`src/rtl/lif_pkg.sv`:
```
package lif_pkg;

    localparam int BYTE_W = 8;
    localparam int NSRC   = 2;   // source 0: loss of signal, source 1: driver monitor

    typedef enum logic [1:0] {
        PH_IDLE,
        PH_READ,
        PH_WRITE,
        PH_SKIP
    } phase_t;

    // control byte, bit 0 first on the wire
    typedef struct packed {
        logic       rloop;
        logic       lloop;
        logic       taos;
        logic [2:0] len;
        logic       clr_dpm;
        logic       clr_los;
    } ctrl_t;

    // status byte, code = {D7,D6,D5}
    typedef struct packed {
        logic [2:0] code;
        logic [2:0] len;
        logic       dpm;
        logic       los;
    } stat_t;

    function automatic logic [2:0] status_code(
        input logic pend_los,
        input logic pend_dpm,
        input logic taos,
        input logic lloop,
        input logic rloop
    );
        logic [2:0] c;
        if (pend_los || pend_dpm)
            c = {pend_dpm, pend_los, 1'b1};
        else if (rloop)
            c = 3'b001;
        else
            c = {taos, lloop, 1'b0};
        return c;
    endfunction

endpackage

```
`src/rtl/lif_sync.sv`:
```
module lif_sync #(
    parameter int              W       = 1,
    parameter int              STAGES  = 2,
    parameter logic [W-1:0]    RST_VAL = '0
) (
    input  logic         clk,
    input  logic         rst,
    input  logic [W-1:0] d,
    output logic [W-1:0] q
);
    logic [W-1:0] st [STAGES];

    always_ff @(posedge clk) begin
        if (rst) begin
            for (int i = 0; i < STAGES; i++) st[i] <= RST_VAL;
        end else begin
            st[0] <= d;
            for (int i = 1; i < STAGES; i++) st[i] <= st[i-1];
        end
    end

    assign q = st[STAGES-1];
endmodule

```
`src/rtl/lif_change_latch.sv`:
```
module lif_change_latch (
    input  logic clk,
    input  logic rst,
    input  logic mon,
    input  logic wr_valid,
    input  logic clr_req,
    output logic pending,
    output logic masked
);
    logic mon_q;
    logic edge_seen;

    assign edge_seen = mon ^ mon_q;

    always_ff @(posedge clk) begin
        if (rst) begin
            mon_q   <= 1'b0;
            pending <= 1'b0;
            masked  <= 1'b1;
        end else begin
            mon_q <= mon;
            if (wr_valid) begin
                masked <= clr_req;
                if (clr_req) pending <= 1'b0;
                else if (!masked && edge_seen) pending <= 1'b1;
            end else if (!masked && edge_seen) begin
                pending <= 1'b1;
            end
        end
    end


    clear_empties_chk: assert property (@(posedge clk) disable iff (rst)
        (wr_valid && clr_req) |=> !pending);


    hold_pending_chk: assert property (@(posedge clk) disable iff (rst)
        (pending && !wr_valid) |=> pending);


    mask_excl_chk: assert property (@(posedge clk) disable iff (rst)
        !(pending && masked));
endmodule

```
`src/rtl/lif_serial_engine.sv`:
```
module lif_serial_engine
    import lif_pkg::*;
#(
    parameter int          ADDR_W   = 6,
    parameter logic [ADDR_W-1:0] DEV_ADDR = 6'h10
) (
    input  logic  clk,
    input  logic  rst,
    input  logic  sclk_s,
    input  logic  desel_s,
    input  logic  sdi_s,
    input  stat_t status_in,
    output logic  wr_valid,
    output ctrl_t wr_data,
    output logic  sdo,
    output logic  sdo_oe
);
    localparam int TOTAL = 2 * BYTE_W;
    localparam int CNT_W = $clog2(TOTAL + 1);
    localparam logic [CNT_W-1:0] CMD_LAST  = CNT_W'(BYTE_W - 1);
    localparam logic [CNT_W-1:0] DATA_LAST = CNT_W'(TOTAL - 1);
    localparam logic [CNT_W-1:0] CNT_DONE  = CNT_W'(TOTAL);

    logic              sclk_q;
    logic              rise, fall;
    logic [CNT_W-1:0]  cnt;
    logic [BYTE_W-2:0] shreg;
    logic [BYTE_W-1:0] next_byte;
    logic [BYTE_W-1:0] out_sh;
    logic              started;
    phase_t            phase;

    assign rise      = sclk_s & ~sclk_q;
    assign fall      = ~sclk_s & sclk_q;
    assign next_byte = {sdi_s, shreg};
    assign sdo       = sdo_oe & out_sh[0];

    always_ff @(posedge clk) begin
        if (rst) begin
            sclk_q <= 1'b0;
            shreg  <= '0;
            out_sh <= '0;
        end else begin
            sclk_q <= sclk_s;
            if (!desel_s && rise && cnt != CNT_DONE)
                shreg <= next_byte[BYTE_W-1:1];
            if (!desel_s && rise && cnt == CMD_LAST
                && next_byte[ADDR_W:1] == DEV_ADDR && next_byte[0])
                out_sh <= status_in;
            else if (!desel_s && fall && phase == PH_READ && started && cnt != CNT_DONE)
                out_sh <= out_sh >> 1;
        end
    end

    always_ff @(posedge clk) begin
        if (rst || desel_s) begin
            cnt      <= '0;
            phase    <= PH_IDLE;
            sdo_oe   <= 1'b0;
            started  <= 1'b0;
            wr_valid <= 1'b0;
            wr_data  <= '0;
        end else begin
            wr_valid <= 1'b0;
            if (rise && cnt != CNT_DONE) begin
                cnt <= cnt + 1'b1;
                if (cnt == CMD_LAST) begin
                    if (next_byte[ADDR_W:1] != DEV_ADDR) phase <= PH_SKIP;
                    else if (next_byte[0])               phase <= PH_READ;
                    else                                 phase <= PH_WRITE;
                end
                if (cnt == DATA_LAST && phase == PH_WRITE) begin
                    wr_valid <= 1'b1;
                    wr_data  <= ctrl_t'(next_byte);
                end
            end
            if (fall && phase == PH_READ) begin
                if (cnt == CNT_DONE) begin
                    sdo_oe <= 1'b0;
                    phase  <= PH_SKIP;
                end else if (!started) begin
                    sdo_oe  <= 1'b1;
                    started <= 1'b1;
                end
            end
        end
    end


    deselect_float_chk: assert property (@(posedge clk) disable iff (rst)
        desel_s |=> !sdo_oe);


    drive_in_read_chk: assert property (@(posedge clk) disable iff (rst)
        sdo_oe |-> phase == PH_READ);


    frozen_byte_chk: assert property (@(posedge clk) disable iff (rst)
        (phase == PH_READ && !fall && !desel_s) |=> $stable(out_sh));


    write_at_end_chk: assert property (@(posedge clk) disable iff (rst)
        wr_valid |-> cnt == CNT_DONE);
endmodule

```
`src/rtl/lif_status_port.sv`:
```
module lif_status_port
    import lif_pkg::*;
#(
    parameter int          SYNC_STAGES = 2,
    parameter int          ADDR_W      = 6,
    parameter logic [ADDR_W-1:0] DEV_ADDR = 6'h10
) (
    input  logic       clk,
    input  logic       rst,
    input  logic       sclk,
    input  logic       cs_n,
    input  logic       sdi,
    output logic       sdo,
    output logic       sdo_oe,
    input  logic       los_in,
    input  logic       dpm_in,
    output logic       int_n,
    output logic [2:0] len_sel,
    output logic       tx_all_ones,
    output logic       local_loop,
    output logic       remote_loop
);
    localparam int SYNC_W = 5;

    logic [SYNC_W-1:0] raw_in, syn;
    logic sclk_s, desel_s, sdi_s, los_s, dpm_s;

    assign raw_in = {sclk, cs_n, sdi, los_in, dpm_in};
    assign {sclk_s, desel_s, sdi_s, los_s, dpm_s} = syn;

    lif_sync #(.W(SYNC_W), .STAGES(SYNC_STAGES), .RST_VAL(5'b01000)) u_sync (
        .clk (clk),
        .rst (rst),
        .d   (raw_in),
        .q   (syn)
    );

    logic  wr_valid;
    ctrl_t wr_data;
    stat_t status;

    lif_serial_engine #(.ADDR_W(ADDR_W), .DEV_ADDR(DEV_ADDR)) u_engine (
        .clk       (clk),
        .rst       (rst),
        .sclk_s    (sclk_s),
        .desel_s   (desel_s),
        .sdi_s     (sdi_s),
        .status_in (status),
        .wr_valid  (wr_valid),
        .wr_data   (wr_data),
        .sdo       (sdo),
        .sdo_oe    (sdo_oe)
    );

    logic [NSRC-1:0] mon, clr, pend, mask;
    assign mon = {dpm_s, los_s};
    assign clr = {wr_data.clr_dpm, wr_data.clr_los};

    for (genvar g = 0; g < NSRC; g++) begin : g_src
        lif_change_latch u_latch (
            .clk      (clk),
            .rst      (rst),
            .mon      (mon[g]),
            .wr_valid (wr_valid),
            .clr_req  (clr[g]),
            .pending  (pend[g]),
            .masked   (mask[g])
        );
    end

    always_ff @(posedge clk) begin
        if (rst) begin
            len_sel     <= '0;
            tx_all_ones <= 1'b0;
            local_loop  <= 1'b0;
            remote_loop <= 1'b0;
        end else if (wr_valid) begin
            len_sel     <= wr_data.len;
            tx_all_ones <= wr_data.taos;
            local_loop  <= wr_data.lloop;
            remote_loop <= wr_data.rloop;
        end
    end

    always_comb begin
        status.los  = los_s;
        status.dpm  = dpm_s;
        status.len  = len_sel;
        status.code = status_code(pend[0], pend[1], tx_all_ones, local_loop, remote_loop);
    end

    assign int_n = ~|pend;


    change_first_chk: assert property (@(posedge clk) disable iff (rst)
        (|pend) |-> status.code[0]);


    irq_follows_chk: assert property (@(posedge clk) disable iff (rst)
        (!int_n) |-> (|pend) && !(&mask));
endmodule

```
`config.mk`:
```
export PLATFORM = sky130hd
export DESIGN_NAME = lif_status_port
export DESIGN_NICKNAME = d
export VERILOG_FILES = /design/src/rtl/lif_pkg.sv /design/src/rtl/lif_sync.sv /design/src/rtl/lif_change_latch.sv /design/src/rtl/lif_serial_engine.sv /design/src/rtl/lif_status_port.sv
export SDC_FILE = /design/constraint.sdc
export NUM_CORES = 1
export LEC_CHECK = 0
export BUFFER_PORTS_ARGS = -buffer_cell sky130_fd_sc_hd__clkbuf_2
export CORE_MARGIN = 1.5
export CORE_UTILIZATION = 43
export DETAILED_ROUTE_END_ITERATION = 12
export GPL_TIMING_DRIVEN = 0
export MAX_ROUTING_LAYER = met4
export PLACE_DENSITY_LB_ADDON = 0.1
export SLEW_MARGIN = 30
export SYNTH_ARGS = -nofsm -noshare
export SYNTH_HDL_FRONTEND = slang
export SYNTH_SLANG_ARGS = --single-unit
```
`constraint.sdc`:
```
create_clock -name clk -period 5.5 [get_ports clk]
set_input_delay 1.65 -clock clk [delete_from_list [all_inputs] [get_ports clk]]
set_output_delay 1.65 -clock clk [all_outputs]
set_load 0.02 [all_outputs]
```
Yosys cells after proc, flatten, opt, wreduce, memory -nomap -nowiden
Memory sizes are Yosys's and may differ from the RTL's.
Index checks and enable logic that the tools add are counted.
- $add $sub $neg: 1
- bitwise gates (word level): 11
- equal/unequal tests: 9
- mux-type cells: 24
- reductions and logical operators: 26
- operator list (kind ; number):
    $mux W8 ; 2
    $logic_and A1 B1 Y1 ; 14
    $mux W1 ; 12
    $mux W2 ; 6
    $mux W5 ; 2
    $eq A6 B5 Y1 const B ; 1
    $mux W3 ; 2
    $ne A6 B5 Y1 const B ; 1
    $reduce_and A2 Y1 ; 3
    $add A5 B1 Y5 const B ; 1
    $eq A5 B3 Y1 const B ; 1
    $eq A5 B4 Y1 const B ; 1
    $eq A5 B5 Y1 const B ; 1
    $ne A5 B5 Y1 const B ; 1
    $logic_not A1 Y1 ; 4
    $not A1 Y1 ; 4
    $reduce_or A2 Y1 ; 2
    $and A1 B1 Y1 ; 3
    $eq A2 B1 Y1 const B ; 1
    $eq A2 B2 Y1 const B ; 1
    $logic_or A1 B1 Y1 ; 2
    $ne A2 B2 Y1 const B ; 1
    $or A1 B1 Y1 ; 2
    $reduce_bool A2 Y1 ; 1
    $xor A1 B1 Y1 ; 2
- bits of input ports: 7
- output and inout port bits: 9
- word-level logic and storage cells: 96
- memories kept: 1
- flip-flop bits (word level): 46
- RAM bits: 10
- memory list (name ; words ; width ; read ports ; clocked after memory_dff ; wr ports ; RTL line ; text):
    u_sync.st ; 2 ; 5 ; 2 ; 0 ; 2 ; lif_sync.sv:11 ; logic [W-1:0] st [STAGES];

Longest topological paths before layout
- word-level depth: 8
- mapped depth: 8
- gate-level depth less buffers: 7

By module
A second synthesis with hierarchy kept.
- cells, all modules: 224
- area, all modules: 2260.9 um^2
- by module, submodules not included (module ; cells each ; times used ; area each (um^2)):
    lif_serial_engine ; 149 ; 1 ; 1455.1
    lif_sync ; 25 ; 1 ; 300.3
    lif_status_port ; 28 ; 1 ; 270.3
    lif_change_latch ; 11 ; 2 ; 117.6

Worst setup path before layout
Ideal clock, no wire load.
- path kind: in2reg
- from: input port rst
- to: register u_engine.cnt[1]
- setup slack: 2.836 ns
- path buffers: 3
- data required time: 5.383 ns
- setup time: 0.117 ns
- data arrival time: 2.547 ns
- stages: 5
- cells stage by stage: clkbuf_1 or2_2 clkbuf_1 buf_2 nor2_1
- longest elaborated chain between the ends: 1
- RTL lines (what ; RTL line ; text):
    start, declared ; lif_status_port.sv:9 ; input logic rst,
    $logic_or A1 B1 Y1 ; lif_serial_engine.sv:56 ; if (rst || desel_s) begin
    end signal, assigned ; lif_serial_engine.sv:66 ; cnt <= cnt + 1'b1;
    end, declared ; lif_serial_engine.sv:26 ; logic [CNT_W-1:0] cnt;
No other way between the ends.
A chain may end at the register's enable or synchronous reset.

Final worst setup path
- from: input port rst
- to: register, netlist name u_engine.wr_data[0]
- longest elaborated chain between the ends: 1
- RTL lines (what ; RTL line):
    $logic_or A1 B1 Y1 ; lif_serial_engine.sv:56
No other way between the ends.

==> results.yml <==
synth:
  synth_cell_type_count: 35
  synthTopCellsByArea: "dfxtp_1 (51%), mux2i_1 (10%), nor2_1 (5.9%)"
  netlist_area_um2: 2210
  syn-num-nets: 230
  yosysWarnings: 0
  yosys.area.top_type: "dfxtp_1"
  yosys-top-cells-count: "dfxtp_1 (56), nor2_1 (35), mux2i_1 (22)"
  yosysSeqAreaShare: 0.507
  synth_most_common_cell: "dfxtp_1"
  synth_ff_type: "dfxtp_1"
  synth_seq_cells: 56
  yosys.area.top_type_share: 0.507
  synth_area_per_cell_um2: 10.0
  async_flop_share: 0
  syn_inst: 220
  synth_edf_count: 0
die:
  initial_utilization: 0.456
  die_area_um2: 5580
  rows: 25
  fp.dieW_um: 74.7
  core-area_um2: 4850
  io_pins: 16
  die_h_um: 74.7
cells_and_area:
  final_layout_size_suffix_gt1_frac: 0.153
  fill_cells: 490
  syn_to_final_growth_pct: 12.0
  antennaDiodeCount: 0
  num-nets-final: 251
  utilization: 0.511
setup_path:
  crit_top_cell: "clkbuf_1"
  cp.arrival_ps: 2860
  critPathMaxStageDelay_ps: 330
  cp_max_fo: 10
  endpoint_kind: "register"
  cp-start-kind: "input pin"
  worst_path_max_delay_cell: "clkbuf_1"
  cp_cell_sequence: "clkbuf_1 -> or2_2 -> clkbuf_1 -> buf_2 -> nor2_1"
  path_class: "input pin to register"
  required_ps: 5690
detailed_routing:
  firstDrtPassIters: 4
  drtIter0Drc: 84
  vias_per_cell: 4.92
  ant_nets: 0
  finalWirelength_um: 4030
  wire_per_inst_um: 13.0
  vias: 1519
  drc: 0
global_route:
  gr-usage-all-layers: 0.172
  antenna_found_initial: 0
  grt.overflow.total: 0
  grt_pass1_vias: 1434
  globalRouteMet1Util: 0.240
  grt_pass1_wl_um: 6980
  grt_max_degree: 18
  gr-usage-met3: 0.0402
  use_met2: 0.246
  top_usage_layer: "met2"
run:
  drv_cap: 0
cts:
  clk_pin_slew_ps: 90
  ctsRootBufferMaster: "clkbuf_8"
  clock_latency_ps: 310
  hold_buffers: 0
  cts_resized: 0
  htreeDepth: 2
  cts_setup_buffers: 0
  cts_tree: "built"
  cts_sinks: 56
  clockBufferDepth: 2
  cts_buffers: 5
power_and_ir_drop:
  p_leak_nw: 0.857
  irDropWorstVdd_uv: 167
  powerDensity_nw_per_um2: 279
sta:
  max_freq_mhz: 375
  worst_clock_skew_ps: 7.32
  slew_headroom: 0.592
  fin_setup_tns_ps: 0
  period_minus_slack_ps: 2670
  post-route-period-util: 0.485
  tightest_slew_ps: 612
  hold_viol_final: 0
  final_max_slew_viol_count: 0
  setup_violations: 0
  grt_setup_unrepaired: "no"
place:
  gp_congestion: 0.782
  hpwl_um: 2900
  portBuffers: 14
min_path:
  hold_class: "register to register"
run_status:
  outcome: "complete, no violations"
==> cells by family after synthesis <==
kind of cell / share of synthesized area
and+or+nand+nor: 0.254
muxes: 0.0996
AOI/OAI and AO/OA: 0.0662
xor gates and xnor gates: 0.0198
DFF: 0.507
adders and majority gates: 0.0170
buffers and inverters: 0.0368
==> worst max-delay path, delay by kind of cell <==
kind	cells	cell delay, ps
and+or+nand+nor	2	260
buffers and inverters	3	960
==> where the power goes <==
| part | switching, mW | total (mW) | leakage (nW) | internal (mW) |
|---|---|---|---|---|
| clock | 0.129 | 0.263 | 0.0541 | 0.135 |
| sequential | 0.00289 | 0.412 | 0.453 | 0.409 |
| combinational | 0.00877 | 0.0153 | 0.350 | 0.00654 |
| total | 0.140 | 0.691 | 0.857 | 0.551 |
==> path summary, 6_finish.rpt <==
check,startpoint,to,slack (ps),cells after the start
setup / recovery,rst,u_engine.wr_data[0],2830,5
hold reg to reg,u_sync.st[0][3],u_sync.st[0][8],420,1
hold / removal,u_sync.st[0][3],u_sync.st[0][8],420,1
setup reg to reg,u_engine.cnt[0],u_engine.out_sh[6],3640,7
==> metrics by stage <==
stage / setup slack [ps] / area, um^2 / total power, mW / cells / hold WS, ps
after detailed placement: 2490 / 2360 / 0.437 / 301 / 402
after global placement: 2490 / 2360 / 0.437 / 301 / 399
after global routing: 2680 / 2480 / 0.721 / 309 / 435
after floorplan: 2840 / 2210 / 0.432 / 220 / 389
after CTS: 2830 / 2480 / 0.702 / 309 / 426
final: 2830 / 2480 / 0.691 / 309 / 423
==> flip-flops by register name, summed over array words and instances, names as in the netlist, 2 cells and up <==
name / cells
g_src.u_latch.mon_q: 2
u_engine.phase: 2
g_src.u_latch.masked: 2
u_sync.st: 10
len_sel: 3
u_engine.shreg: 7
u_engine.wr_data: 8
u_engine.cnt: 5
u_engine.out_sh: 8
g_src.u_latch.pending: 2
==> area by class of cell <==
type                            count  area [um^2]  share of cell area
Inverter                            8         30.0              0.0121
Clock inverter                      3         42.5              0.0172
Tap cell                           67         83.8              0.0339
Sequential cell                    56         1120               0.453
Buffer                             10         51.3              0.0207
Clock buffer                        5         68.8              0.0278
Multi-Input combinational cell    146         1010               0.407
Timing Repair Buffer               14         70.1              0.0283
==> cells in the final DEF (no fill, tap or decap), types with 2 or more instances in the layout <==
master      n
a2bb2oi_1   2
nor4b_4     2
nand4_1     2
ha_1        3
clkbuf_2   14
nor4_1      2
inv_1       8
nor3b_1     5
nor2b_1    15
or2_2       3
nand3_1     3
mux2i_1    22
dfxtp_1    56
a311oi_1    7
nand2_1    14
xor2_1      4
clkbuf_8    5
a21oi_1    10
o21ai_0     2
nor3_1      3
nor2_1     35
clkbuf_1    6
buf_2       2
==> layer usage <==
layer	vias up	wire length, um
li1	794	-
met1	703	2150
met2	17	1720
met3	5	105
met4	0	47
met5	-	0
No activity file was read; power rests on OpenSTA's default activity.
